<file path="config.mk">
export PLATFORM = sky130hd
export DESIGN_NAME = adc_pm_if
export DESIGN_NICKNAME = d
export VERILOG_FILES = /design/src/rtl/adc_pm_pkg.sv /design/src/rtl/adc_pm_edges.sv /design/src/rtl/adc_pm_frame.sv /design/src/rtl/adc_pm_power.sv /design/src/rtl/adc_pm_if.sv
export SDC_FILE = /design/constraint.sdc
export NUM_CORES = 1
export LEC_CHECK = 0
export ABC_AREA = 0
export ABC_CLOCK_PERIOD_IN_PS = 3300
export BUFFER_PORTS_ARGS = -buffer_cell sky130_fd_sc_hd__buf_2
export CAP_MARGIN = 20
export CORE_UTILIZATION = 50
export CTS_CLUSTER_SIZE = 40
export DETAILED_ROUTE_END_ITERATION = 10
export PLACE_DENSITY = 0.7
export SKIP_LAST_GASP = 1
export SLEW_MARGIN = 20
export SYNTH_ARGS = -nofsm -noshare
export SYNTH_HDL_FRONTEND = slang
export SYNTH_SLANG_ARGS = --single-unit
</file>
<file path="constraint.sdc">
create_clock -name clk -period 3.3 [get_ports clk]
set_input_delay 0.165 -clock clk [delete_from_list [all_inputs] [get_ports clk]]
set_output_delay 0.165 -clock clk [all_outputs]
set_load 0.02 [all_outputs]
</file>
<file path="src/rtl/adc_pm_pkg.sv">
// Package: shared encodings for the serial converter power-mode front end.
// Assumes: two-bit power mode field; state codes are visible on the top port.
package adc_pm_pkg;

    typedef enum logic [1:0] {
        PWR_ON   = 2'b00,
        PWR_WAKE = 2'b01,
        PWR_SHUT = 2'b10,
        PWR_STBY = 2'b11
    } pwr_state_t;

    localparam logic [1:0] MODE_SHUT = 2'b10;
    localparam logic [1:0] MODE_STBY = 2'b11;

endpackage

</file>
<file path="src/rtl/adc_pm_edges.sv">
// Module: adc_pm_edges
// Detects sclk rising/falling edges and the cs_n falling edge by comparing
// each pin against its value one system clock earlier.
// Assumes: pins are already synchronous to clk; sclk idles high.
module adc_pm_edges (
    input  logic clk,
    input  logic rst_n,
    input  logic cs_n,
    input  logic sclk,
    output logic sclk_rise,
    output logic sclk_fall,
    output logic cs_fall
);

    logic sclk_d;
    logic cs_d;

    // Hold previous pin levels for edge comparison.
    always_ff @(posedge clk) begin
        if (!rst_n) begin
            sclk_d <= 1'b1;
            cs_d   <= 1'b1;
        end else begin
            sclk_d <= sclk;
            cs_d   <= cs_n;
        end
    end

    // Edge pulses, one system cycle wide.
    always_comb begin
        sclk_rise = sclk & ~sclk_d;
        sclk_fall = ~sclk & sclk_d;
        cs_fall   = ~cs_n & cs_d;
    end

endmodule

</file>
<file path="src/rtl/adc_pm_frame.sv">
// Module: adc_pm_frame
// Frame sequencer: counts rising sclk edges, shifts the control byte in,
// captures the result at the sampling edge and serialises the output word.
// Emits one-cycle pulses for wake request, sampling instant and frame end.
// Assumes: frame ends early if cs_n rises; the mode field is the last two
// control bits shifted in.
module adc_pm_frame #(
    parameter int FRAME_BITS  = 16,
    parameter int CTRL_BITS   = 8,
    parameter int RES_W       = 12,
    parameter int SAMPLE_EDGE = 2
) (
    input  logic             clk,
    input  logic             rst_n,
    input  logic             cs_n,
    input  logic             sclk_rise,
    input  logic             sclk_fall,
    input  logic             cs_fall,
    input  logic             din,
    input  logic [RES_W-1:0] conv_data,
    output logic             dout,
    output logic             wake_req,
    output logic             sample_pls,
    output logic             eoc_pls,
    output logic [1:0]       new_mode
);

    localparam int CNT_W = $clog2(FRAME_BITS + 1);
    localparam int IDX_W = $clog2(FRAME_BITS);
    localparam int LEAD  = FRAME_BITS - RES_W;

    localparam logic [CNT_W-1:0] CNT_LAST   = CNT_W'(FRAME_BITS - 1);
    localparam logic [CNT_W-1:0] CNT_SAMPLE = CNT_W'(SAMPLE_EDGE - 1);
    localparam logic [CNT_W-1:0] CNT_CTRL   = CNT_W'(CTRL_BITS);
    localparam logic [CNT_W-1:0] CNT_FULL   = CNT_W'(FRAME_BITS);

    logic [CNT_W-1:0]      cnt;
    logic [CNT_W-1:0]      nxt;
    logic [CNT_W-1:0]      sel;
    logic                  first_pend;
    logic [CTRL_BITS-1:0]  ctrl_sh;
    logic [RES_W-1:0]      res_q;
    logic [FRAME_BITS-1:0] word;
    logic                  next_bit;
    logic                  live_rise;

    // Frame events derived from the edge pulses and the rise count.
    always_comb begin
        live_rise  = ~cs_n & ~cs_fall & sclk_rise & (cnt < CNT_FULL);
        wake_req   = ~cs_n & ~cs_fall & sclk_fall & first_pend;
        sample_pls = live_rise & (cnt == CNT_SAMPLE);
        eoc_pls    = live_rise & (cnt == CNT_LAST);
        new_mode   = ctrl_sh[1:0];
    end

    // Select the output bit that follows the current rising edge.
    always_comb begin
        word     = {{LEAD{1'b0}}, (sample_pls ? conv_data : res_q)};
        nxt      = cnt + 1'b1;
        sel      = CNT_LAST - nxt;
        next_bit = (nxt < CNT_FULL) ? word[sel[IDX_W-1:0]] : 1'b0;
    end

    // Frame counter, control shift, result capture and serial output.
    always_ff @(posedge clk) begin
        if (!rst_n) begin
            cnt        <= '0;
            first_pend <= 1'b0;
            ctrl_sh    <= '0;
            res_q      <= '0;
            dout       <= 1'b0;
        end else if (cs_n) begin
            cnt        <= '0;
            first_pend <= 1'b0;
            dout       <= 1'b0;
        end else if (cs_fall) begin
            cnt        <= '0;
            first_pend <= 1'b1;
            dout       <= 1'b0;
        end else begin
            if (wake_req) begin
                first_pend <= 1'b0;
            end
            if (live_rise) begin
                cnt  <= nxt;
                dout <= next_bit;
                if (cnt < CNT_CTRL) begin
                    ctrl_sh <= {ctrl_sh[CTRL_BITS-2:0], din};
                end
                if (sample_pls) begin
                    res_q <= conv_data;
                end
            end
        end
    end

endmodule

</file>
<file path="src/rtl/adc_pm_power.sv">
// Module: adc_pm_power
// Power state machine with wake-up timer and sample validity flag.
// Assumes: WAKE_SB_CYC <= WAKE_SD_CYC; wake_req, sample_pls and eoc_pls are
// single-cycle pulses; frame end and wake request never coincide.
module adc_pm_power
    import adc_pm_pkg::*;
#(
    parameter int WAKE_SD_CYC = 1000,
    parameter int WAKE_SB_CYC = 20
) (
    input  logic       clk,
    input  logic       rst_n,
    input  logic       wake_req,
    input  logic       sample_pls,
    input  logic       eoc_pls,
    input  logic [1:0] new_mode,
    output pwr_state_t state,
    output logic       result_valid
);

    localparam int TMR_W = $clog2(WAKE_SD_CYC + 1);

    logic [TMR_W-1:0] tmr;

    // Mode changes at frame end, wake-up on request, countdown while waking.
    always_ff @(posedge clk) begin
        if (!rst_n) begin
            state <= PWR_ON;
            tmr   <= '0;
        end else if (eoc_pls) begin
            if (new_mode == MODE_SHUT) begin
                state <= PWR_SHUT;
            end else if (new_mode == MODE_STBY) begin
                state <= PWR_STBY;
            end
        end else if (wake_req && state == PWR_SHUT) begin
            state <= PWR_WAKE;
            tmr   <= TMR_W'(WAKE_SD_CYC);
        end else if (wake_req && state == PWR_STBY) begin
            state <= PWR_WAKE;
            tmr   <= TMR_W'(WAKE_SB_CYC);
        end else if (state == PWR_WAKE) begin
            if (tmr <= TMR_W'(1)) begin
                state <= PWR_ON;
            end else begin
                tmr <= tmr - 1'b1;
            end
        end
    end

    // Record whether the sampling edge found the block fully powered.
    always_ff @(posedge clk) begin
        if (!rst_n) begin
            result_valid <= 1'b0;
        end else if (sample_pls) begin
            result_valid <= (state == PWR_ON);
        end
    end

endmodule

</file>
<file path="src/rtl/adc_pm_if.sv">
// Module: adc_pm_if (top)
// Serial front end of a sampling converter with selectable power-down modes.
// Wires the edge detector, frame sequencer and power state machine.
// Assumes: all pins synchronous to clk; sclk half-period of two or more
// system cycles.
module adc_pm_if #(
    parameter int FRAME_BITS  = 16,
    parameter int CTRL_BITS   = 8,
    parameter int RES_W       = 12,
    parameter int SAMPLE_EDGE = 2,
    parameter int WAKE_SD_CYC = 1000,
    parameter int WAKE_SB_CYC = 20
) (
    input  logic             clk,
    input  logic             rst_n,
    input  logic             cs_n,
    input  logic             sclk,
    input  logic             din,
    input  logic [RES_W-1:0] conv_data,
    output logic             dout,
    output logic [1:0]       pwr_state,
    output logic             result_valid
);

    import adc_pm_pkg::*;

    logic       sclk_rise;
    logic       sclk_fall;
    logic       cs_fall;
    logic       wake_req;
    logic       sample_pls;
    logic       eoc_pls;
    logic [1:0] new_mode;
    pwr_state_t state;

    adc_pm_edges u_edges (
        .clk       (clk),
        .rst_n     (rst_n),
        .cs_n      (cs_n),
        .sclk      (sclk),
        .sclk_rise (sclk_rise),
        .sclk_fall (sclk_fall),
        .cs_fall   (cs_fall)
    );

    adc_pm_frame #(
        .FRAME_BITS  (FRAME_BITS),
        .CTRL_BITS   (CTRL_BITS),
        .RES_W       (RES_W),
        .SAMPLE_EDGE (SAMPLE_EDGE)
    ) u_frame (
        .clk        (clk),
        .rst_n      (rst_n),
        .cs_n       (cs_n),
        .sclk_rise  (sclk_rise),
        .sclk_fall  (sclk_fall),
        .cs_fall    (cs_fall),
        .din        (din),
        .conv_data  (conv_data),
        .dout       (dout),
        .wake_req   (wake_req),
        .sample_pls (sample_pls),
        .eoc_pls    (eoc_pls),
        .new_mode   (new_mode)
    );

    adc_pm_power #(
        .WAKE_SD_CYC (WAKE_SD_CYC),
        .WAKE_SB_CYC (WAKE_SB_CYC)
    ) u_power (
        .clk          (clk),
        .rst_n        (rst_n),
        .wake_req     (wake_req),
        .sample_pls   (sample_pls),
        .eoc_pls      (eoc_pls),
        .new_mode     (new_mode),
        .state        (state),
        .result_valid (result_valid)
    );

    // Expose the power state on the port.
    always_comb pwr_state = state;

endmodule

</file>
* Word level (Yosys, flattened, before mapping)
Index checks and enable logic that the tools add are counted.
** Storage, ports and cells
- Bits in writable memories :: 0
- Latch bits :: 0
- Input port bits :: 17
- Output and inout bits :: 4
- Logic and storage cells :: 73
- Bits in read-only memories :: 0
- Memories kept :: 0
- Register bits :: 36
** Operators by class
- Reductions and logical operators :: 13
- $lt $le $gt $ge :: 5
- Shifts and indexed selects :: 0
- Div/mod/pow operators :: 0
- Multipliers :: 0
- Eq/ne operators :: 9
- Bitwise gates (word level) :: 16
- Mux-type cells :: 17
- Add/subtract/negate cells :: 3
** Operator list (number)
- 2-to-1 mux 10 bit :: 4
- 2-to-1 mux 2 bit :: 7
- 2-to-1 mux 12 bit :: 1
- AND 1 bit :: 10
- <= comparator 10 x 1 -> 1 bit, second input constant :: 1
- < comparator 5 bit, second input constant :: 2
- subtractor 10 x 1 -> 10 bit, second input constant :: 1
- AND reduction 3 bit :: 3
- == test 2 bit, second input constant :: 4
- nonzero test 4 bit :: 2
- inequality test 3 x 1 -> 1 bit, second input constant :: 2
- NOT 1 bit :: 6
- adder 5 x 1 -> 5 bit, second input constant :: 1
- == test 5 x 1 -> 1 bit, second input constant :: 1
- == test 5 x 4 -> 1 bit, second input constant :: 1
- < comparator 4 x 5 -> 1 bit, second input constant :: 1
- < comparator 5 x 4 -> 1 bit, second input constant :: 1
- binary-select mux 1 bit (select 4 bit) :: 1
- 2-to-1 mux 1 bit :: 4
- AND reduction 4 bit :: 1
- subtractor 4 bit, first input constant :: 1
- nonzero test 3 bit :: 1
- OR reduction 3 bit :: 1
- == test 2 x 1 -> 1 bit, second input constant :: 1
- 4 further kinds :: 5

* Depth between registers and ports, before layout
Gate-level depths: netlist of run 1.
- Word-level depth :: 11
- Mapped depth :: 9
- Mapped depth without buffers :: 8

* By module
Synthesis of run 1 repeated with hierarchy kept, for this count alone.
** Second synthesis, totals
- Cells, all modules :: 262
- Area, all modules :: 2134.5 um2
** Modules (own cells, without submodules)
- adc_pm_frame :: cells an instance 149, seq. area each 420.4 um2, instances 1, area each 1217.4 um2
- adc_pm_power :: cells an instance 106, seq. area each 260.2 um2, instances 1, area each 845.8 um2
- adc_pm_edges :: cells an instance 7, seq. area each 40.0 um2, instances 1, area each 71.3 um2

* Least setup slack after synthesis of run 1
No wires, ideal clock.
- Kind :: register to register
- Start point :: register u_frame.cnt[0]
- End point :: register u_frame.dout
- Setup time :: 0.084 ns
- Data required time :: 3.216 ns
- Buffers on the path :: 0
- Data arrival time :: 2.315 ns
- Period minus slack after synthesis :: 2.399 ns
- Stages on the path, launching flop included :: 8
- Slack :: 0.901 ns
- Cells stage by stage :: dfxtp_1 ha_1 or3b_2 nor3_4 mux2i_1 a22o_1 or4_1 o31ai_2
** On the way
- Word-level cells in the longest chain between the ends :: 7
- Elaborated cells on any way between the ends :: 11
- Classes of those cells :: add/sub: 2; order compare: 2; eq/ne: 1; mux: 4; bitwise: 2
** Ends and longest elaborated chain
- from (decl) :: RTL line adc_pm_frame.sv:37 : logic [CNT_W-1:0] cnt;
- from (signal assigned) :: RTL line adc_pm_frame.sv:85 : cnt <= nxt;
- parallel branches: the longest is 7 deep, another holds adder 5 x 1 -> 5 bit
- to (signal assigned) :: RTL line adc_pm_frame.sv:86 : dout <= next_bit;
- to (decl) :: RTL line adc_pm_frame.sv:21 : output logic dout,
Parallel ways; which one is timed is not known. The select of a mux whose other input is x is not followed.
A chain may end at the register's enable or synchronous reset.

* Worst setup path in the final report of run 1
- Start point :: register u_frame.cnt[1]
- End point :: register u_frame.dout
Same word-level chain as after synthesis.

==> implementation parameters, run 1 <==
Parameter                              Value

Setup path
  Kind of end point of the critical path ... register
  Delay of the slowest cell on the worst path ... approximately 0.53 ns
  Element type at the critical path start ... register
  Cell-by-cell listing of the critical path ... inv_1, ha_1, or3b_2, nor3_4, mux2i_1, a22o_1, or4_1, o31ai_2
  Path type of the worst setup path ... register to register
  CP Data Required Time ... 3.51 ns
  CP arrival ... 2.89 ns
  Critical-path maximum fanout ... 8
  Slowest-stage cell, CP ... sky130_fd_sc_hd__or4_1

Yosys
  Top cells by count, synth ... 36 x sky130_fd_sc_hd__dfxtp_1, 29 x sky130_fd_sc_hd__nand2_1, 19 x sky130_fd_sc_hd__nor2_1, 13 x sky130_fd_sc_hd__nor2b_1
  Fraction of synthesized cell area taken by the top area cell type ... 38.3%
  Dominant synthesized flop cell ... sky130_fd_sc_hd__dfxtp_1
  Sequential-to-total area share from yosys stat ... 38.3%
  Number of warning messages in the yosys log ... 0
  Number of nets in the synthesized netlist ... 249
  Synth Cell Area ... 1880 µm²
  Most frequent cell after synthesis ... sky130_fd_sc_hd__dfxtp_1
  EDFF count, synth ... 0
  Distinct cell type count of the synthesized netlist ... 45
  Largest cells by area after synthesis ... sky130_fd_sc_hd__dfxtp_1 38%, sky130_fd_sc_hd__nand2_1 5.8%, sky130_fd_sc_hd__nor2b_1 4.3%
  Mapped Avg Cell Area ... 8.28 µm²
  Fraction of registers with async set or reset after synthesis ... 0%
  Post-Synthesis Cells ... ~230
  Seq cells post-synth ... 36
  Cell accounting for the most synthesized area ... sky130_fd_sc_hd__dfxtp_1

Drt
  Number of DRC violations after detailed-routing iteration 0 ... 85
  Count of nets left with antenna violations after detail routing ... 0
  Via-to-Cell Ratio ... around 5.7
  Total length of routed wires ... 4140 µm
  Number of search-and-repair iterations in the first detailed-routing pass ... 4
  Average wire per cell in the routed design ... between 10 and 15 µm
  Post-detailed-route DRC marker count ... 0
  Detailed-route via count ... 1670

STA
  Setup TNS Final ... 0 ns
  Final clock period utilization by the worst path ... between 80% and 90%
  Worst rel slew slack ... 49.2%
  Clock period minus final worst setup slack ... around 2.7 ns
  Setup skew after layout ... between 0.005 and 0.006 ns
  RSZ-0062 raised after global routing ... false
  Number of failing hold endpoints at the final stage ... 0
  Actual transition at the worst max-transition pin ... ~0.76 ns
  Setup violations, final ... 0
  Highest achievable clock rate ... 373 MHz
  Max-slew violations ... 0

Placed design
  Port bufs ... 20
  GP Congestion ... 0.819
  HPWL Detailed ... roughly 2900 µm
  Number of cells after detailed placement ... 286
  Cell area after placement ... 2040 µm²

Floorplanning
  Top-level I/O count ... 21
  Core area ... roughly 3500 µm²
  Die Span X ... ~63 µm
  Number of placement rows ... 21
  Vertical extent of the die ... approximately 63 µm
  Effective utilization at floorplan ... 54.2%
  Total Die Area ... 4010 µm²

CTS
  Insertion delay to the later sink of the worst-skew pair ... 0.29 ns
  Reg clk slew, reported paths ... ~0.070 ns
  CTS tree ... done
  CTS root buf ... sky130_fd_sc_hd__clkbuf_8
  Inserted Clock Buffers ... 5
  CTS Hold Buffers Added ... 0
  Clock H-tree levels ... 2
  Max Buffers Root-to-Sink ... 2
  Clock Sinks ... 36
  Number of instances resized during post-cts repair ... 0
  Post-CTS setup buffers ... 0

Run
  Max cap viols ... 0

Outcome
  Run status ... finished, final reports clean

Worst hold path
  Path type of the worst min-delay path ... input port to register

Power and ir drop
  Areal power density over the cells ... 412 nW/µm²
  Total leakage power ... 0.780 nW
  Peak ir drop on the vdd network ... roughly 0.00027 V
  Power after layout ... 890 µW

Final layout
  Post-layout instance area ... around 2200 µm²
  Antenna cell count ... 0
  Layout area overhead ... 15.0%
  Final Instance Count excl. Fillers ... 294
  Net count of the finished layout ... roughly 270
  Share of cells above drive strength 1 ... 17.3%

GRT
  Met1 usage in global routing ... 31.0%
  Total routing resource utilization after global routing ... 23.4%
  Vias in the first global route ... 1537
  Global-route wire length before repair ... 7260 µm
  Initial antenna violation count ... 0
  Met2 Usage GRT ... 35.9%
  Met3 track demand over resource ... 5.98%
  Pin count of the biggest net entering global routing ... 30
  Most used routing layer in global routing ... met2
  Total congestion overflow ... 0
stage by stage:
step           hold WS, ns  setup slack, ns  utilization [%]
4_1_cts              0.118            0.607             62.3
6_report             0.121            0.621             62.3
3_5_place_dp         0.423            0.639             58.7
2_1_floorplan        0.266            0.901                -
3_3_place_gp         0.403            0.715             58.7
5_1_grt              0.141            0.410             62.3
cell usage in the layout (no fill, tap or decap), types with 2 or more instances in the layout:
cell / instances
sky130_fd_sc_hd__dfxtp_1: 36
sky130_fd_sc_hd__nand2_1: 29
sky130_fd_sc_hd__buf_2: 20
sky130_fd_sc_hd__nor2_1: 19
sky130_fd_sc_hd__nor2b_1: 13
sky130_fd_sc_hd__o21ai_0: 11
sky130_fd_sc_hd__inv_1: 9
sky130_fd_sc_hd__a21boi_0: 9
sky130_fd_sc_hd__mux2i_1: 8
sky130_fd_sc_hd__nor3_1: 8
sky130_fd_sc_hd__a21oi_1: 7
sky130_fd_sc_hd__clkbuf_8: 7
sky130_fd_sc_hd__xnor2_1: 6
sky130_fd_sc_hd__a22oi_1: 5
sky130_fd_sc_hd__nand3_1: 5
sky130_fd_sc_hd__ha_1: 5
sky130_fd_sc_hd__buf_4: 5
sky130_fd_sc_hd__o31ai_1: 4
sky130_fd_sc_hd__nand2b_1: 3
sky130_fd_sc_hd__o41ai_1: 3
sky130_fd_sc_hd__nor4_1: 2
sky130_fd_sc_hd__or2_2: 2
sky130_fd_sc_hd__a311oi_1: 2
sky130_fd_sc_hd__or4_1: 2
sky130_fd_sc_hd__o221ai_1: 2
sky130_fd_sc_hd__a211oi_1: 2
sky130_fd_sc_hd__o221a_2: 2
sky130_fd_sc_hd__o21a_1: 2
cell families (layout without fill, tap and decap cells):
logic type	after synthesis	in the layout	share of synthesized area [%]
AND/OR/NAND/NOR	94	94	25.5
AO/OA/AOI/OAI	57	57	21.5
flip-flops	36	36	38.3
buffers and inverters	21	42	4.26
multiplexers	8	8	4.26
XOR/XNOR	6	6	2.79
adder cells (fa/ha/maj)	5	5	3.33
path summary, 6_finish.rpt:
kind | from | to | slack [ns] | depth (start not counted)
max | u_frame.cnt[1]$_SDFFE_PP0N_ | u_frame.dout$_SDFFE_PP0N_ | 0.62 | 8
min reg2reg | u_frame.res_q[2]$_SDFFE_PN0P_ | u_frame.res_q[2]$_SDFFE_PN0P_ | 0.47 | 2
min | conv_data[3] | u_frame.res_q[3]$_SDFFE_PN0P_ | 0.12 | 3
max reg2reg | u_frame.cnt[1]$_SDFFE_PP0N_ | u_frame.dout$_SDFFE_PP0N_ | 0.62 | 8
registers in the layout, summed over array words and instances, names as in the netlist:
register / count
u_frame.cnt: 5
u_frame.ctrl_sh: 2
u_edges.cs_d: 1
u_frame.first_pend: 1
u_power.tmr: 10
u_edges.sclk_d: 1
u_frame.dout: 1
u_frame.res_q: 12
u_power.result_valid: 1
u_power.state: 2
routing by layer:
layer,share of wire [%],wire length [µm]
met5,0,0
met4,1.7,69
met3,5.0,209
met2,45,1870
met1,48,1990
worst max-delay path, delay by kind of cell, from the launching register on:
family / cells / cell delay, ns
mux: 1 / 0.18
flops: 1 / 0.34
buf+inv: 1 / 0.07
fa+ha+maj: 1 / 0.14
simple gates: 3 / 1.46
compound gates: 2 / 0.40
power by group:
group	total [mW]	switching [mW]	leakage, nW	internal (mW)
combinational	0.0257	0.0125	0.425	0.0131
clock	0.425	0.159	0.0645	0.267
sequential	0.439	0.00251	0.291	0.436
total	0.890	0.174	0.780	0.716
area by class of cell:
cell class / count / area (µm²)
Clock inverter: 1 / 30.0
Inverter: 9 / 33.8
Tap cell: 46 / 57.6
Clock buffer: 7 / 96.3
Fill cell: 315 / 1310
Sequential cell: 36 / 721
Timing Repair Buffer: 25 / 138
Multi-Input combinational cell: 170 / 1090
No activity file was read; power rests on OpenSTA's default activity.
==> run 2: changes to the inputs <==
ABC_AREA = 1   (was 0)
ABC_CLOCK_PERIOD_IN_PS = 2650   (was 3300)
clock period = 2.65 ns   (was 3.3 ns; I/O delays follow)
==> run 2 against run 1 <==
Sequential power is 24% higher. Via count increased by 0.78%. Clock-buffer cell count unchanged. Clock power down 1%. Final cell count grew 14%. Largest cell class unchanged. Highest routed layer unchanged.
==> implementation parameters, run 2 <==
Parameter                              Value

Outcome
  Run status ... finished, final reports clean

Floorplanning
  Effective utilization at floorplan ... 54.4%
  Vertical extent of the die ... 63.4 µm
  Core area ... 3470 µm²
  Total Die Area ... 4020 µm²
  Die Span X ... 63.4 µm
  Top-level I/O count ... 21
  Number of placement rows ... 21

STA
  Clock period minus final worst setup slack ... approximately 2.2 ns
  Setup violations, final ... 0
  Fin Hold WS ... 0.0415 ns
  Worst rel slew slack ... 55.6%
  Actual transition at the worst max-transition pin ... 0.666 ns
  Highest achievable clock rate ... around 460 MHz
  Final worst-path setup slack ... 0.494 ns
  Number of failing hold endpoints at the final stage ... 0
  RSZ-0062 raised after global routing ... false
  Setup skew after layout ... ~0.0055 ns
  Final clock period utilization by the worst path ... between 80% and 90%
  Max-slew violations ... 0
  Setup TNS Final ... 0 ns

Power and ir drop
  Total leakage power ... 0.971 nW
  Power after layout ... about 1000 µW
  Peak ir drop on the vdd network ... 0.000325 V
  Areal power density over the cells ... 472 nW/µm²

Drt
  Average wire per cell in the routed design ... 11.3 µm
  Count of nets left with antenna violations after detail routing ... 0
  Via-to-Cell Ratio ... 5.01
  Detailed-route via count ... 1683
  Number of search-and-repair iterations in the first detailed-routing pass ... 4
  Number of DRC violations after detailed-routing iteration 0 ... 86
  Post-detailed-route DRC marker count ... 0
  Total length of routed wires ... roughly 3800 µm

Final layout
  Net count of the finished layout ... 312
  Most frequent cells in the layout ... 49 x sky130_fd_sc_hd__nand2_1, 36 x sky130_fd_sc_hd__dfxtp_1, 35 x sky130_fd_sc_hd__inv_1
  Share of cells above drive strength 1 ... 15.9%
  Most frequent standard cell in the layout excluding fill and tap cells ... sky130_fd_sc_hd__nand2_1
  Layout filler cell count ... 359
  Post-layout instance area ... 2110 µm²
  Layout area overhead ... 11.9%
  Top flop regs ... u_frame.res_q: 12 flops, u_power.tmr: 10 flops, u_frame.cnt: 5 flops
  Max FFs per register ... 12
  Antenna cell count ... 0
  Post-Route Utilization ... 60.9%
  Final Instance Count excl. Fillers ... 336
  Largest register by flop count ... u_frame.res_q

Yosys
  Fraction of registers with async set or reset after synthesis ... 0%
  Synth Cell Area ... 1890 µm²
  Number of warning messages in the yosys log ... 0
  EDFF count, synth ... 0
  Fraction of synthesized cell area taken by the top area cell type ... 38.2%
  Sequential-to-total area share from yosys stat ... 38.2%
  Dominant synthesized flop cell ... sky130_fd_sc_hd__dfxtp_1
  Distinct cell type count of the synthesized netlist ... 32
  Number of nets in the synthesized netlist ... 290
  Mapped Avg Cell Area ... 7.04 µm²
  Largest cells by area after synthesis ... sky130_fd_sc_hd__dfxtp_1 38%, sky130_fd_sc_hd__nand2_1 9.7%, sky130_fd_sc_hd__inv_1 7.0%
  Seq cells post-synth ... 36
  Cell accounting for the most synthesized area ... sky130_fd_sc_hd__dfxtp_1
  Post-Synthesis Cells ... roughly 270
  Most frequent cell after synthesis ... sky130_fd_sc_hd__nand2_1
  Top cells by count, synth ... 49 x sky130_fd_sc_hd__nand2_1, 36 x sky130_fd_sc_hd__dfxtp_1, 35 x sky130_fd_sc_hd__inv_1, 33 x sky130_fd_sc_hd__nor2_1, 20 x sky130_fd_sc_hd__o21ai_0

CTS
  Number of instances resized during post-cts repair ... 0
  Inserted Clock Buffers ... 5
  CTS tree ... done
  Clock H-tree levels ... 2
  CTS root buf ... sky130_fd_sc_hd__clkbuf_8
  Reg clk slew, reported paths ... approximately 0.070 ns
  CTS Hold Buffers Added ... 0
  Post-CTS setup buffers ... 0
  Insertion delay to the later sink of the worst-skew pair ... 0.29 ns
  Clock Sinks ... 36
  Max Buffers Root-to-Sink ... 2

Worst hold path
  Path type of the worst min-delay path ... input port to register

Setup path
  Slowest-stage cell, CP ... sky130_fd_sc_hd__dfxtp_1
  Family with the most delay on the worst path ... simple AND/OR/NAND/NOR gates
  CP arrival ... 2.34 ns
  CP Data Required Time ... 2.83 ns
  Cell-by-cell listing of the critical path ... ha_1, nand2_2, nor2_4, nand2_4, o21ai_0, nand2_1, nand2_1, nand2_1, nand2_1, nand2_1, nand3_1, a21oi_2
  Path type of the worst setup path ... register to register
  Critical-path maximum fanout ... 17
  Delay of the slowest cell on the worst path ... 0.51 ns
  Element type at the critical path start ... register
  Kind of end point of the critical path ... register
  CP bufs+invs ... 0
  CP most frequent cell ... sky130_fd_sc_hd__nand2_1

GRT
  Pin count of the biggest net entering global routing ... 22
  Initial antenna violation count ... 0
  Vias in the first global route ... ~1.4k
  Total congestion overflow ... 0
  Total routing resource utilization after global routing ... approximately a fifth
  Global-route wire length before repair ... 6270 µm

Placed design
  Number of cells after detailed placement ... 328
  Pre-CTS worst setup slack ... around 0.25 ns
  Port bufs ... 20
  HPWL Detailed ... 2820 µm
  GP Congestion ... 0.809
  Cell area after placement ... 2010 µm²

Run
  Max cap viols ... 0
[run 2: layout make-up]
cell class,count,area [µm²],share of cell area (%)
inverters,39,146,6.93
flip-flops and latches,36,721,34.1
multi-input cells,187,986,46.7
well taps,46,57.6,2.73
clock buffers,7,96.3,4.56
repair buffers,21,105,4.98
[run 2: worst min-delay path, cell delays in order]
cell,delay [ns]
sky130_fd_sc_hd__buf_2,0.09
sky130_fd_sc_hd__inv_1,0.04
sky130_fd_sc_hd__nand2_1,0.04
[run 2: worst paths after layout]
kind                                                 startpoint  slack, ns  depth (start not counted)                              end
worst max-delay path                u_frame.cnt[0]$_SDFFE_PP0N_       0.49                         12        u_frame.dout$_SDFFE_PP0N_
worst min-delay path                                       sclk       0.04                          3        u_edges.sclk_d$_SDFF_PN1_
worst min register to register  u_frame.ctrl_sh[0]$_SDFFE_PN0P_       0.47                          2  u_frame.ctrl_sh[1]$_SDFFE_PN0P_
worst max register to register      u_frame.cnt[0]$_SDFFE_PP0N_       0.49                         12        u_frame.dout$_SDFFE_PP0N_
[run 2: cells by family after synthesis]
| family | share of synthesized area (%) |
|---|---|
| xor gates and xnor gates | 4.18 |
| adders and majority gates | 3.32 |
| AOI/OAI and AO/OA | 13.4 |
| DFF | 38.2 |
| buffers and inverters | 9.55 |
| and+or+nand+nor | 31.4 |
[run 2: report_power, final]
part           leakage [nW]  switching (mW)  internal, mW
sequential            0.291         0.00183         0.544
combinational         0.630          0.0179        0.0130
clock                0.0503           0.189         0.231
[run 2: per-layer routing]
layer / vias up / share of wire [%] / global-route usage (%)
met5: - / 0 / 0
met4: 0 / 1.7 / 8.52
met3: 7 / 3.1 / 6.52
met2: 19 / 43 / 31.5
met1: 753 / 52 / 26.0
li1: 904 / - / -
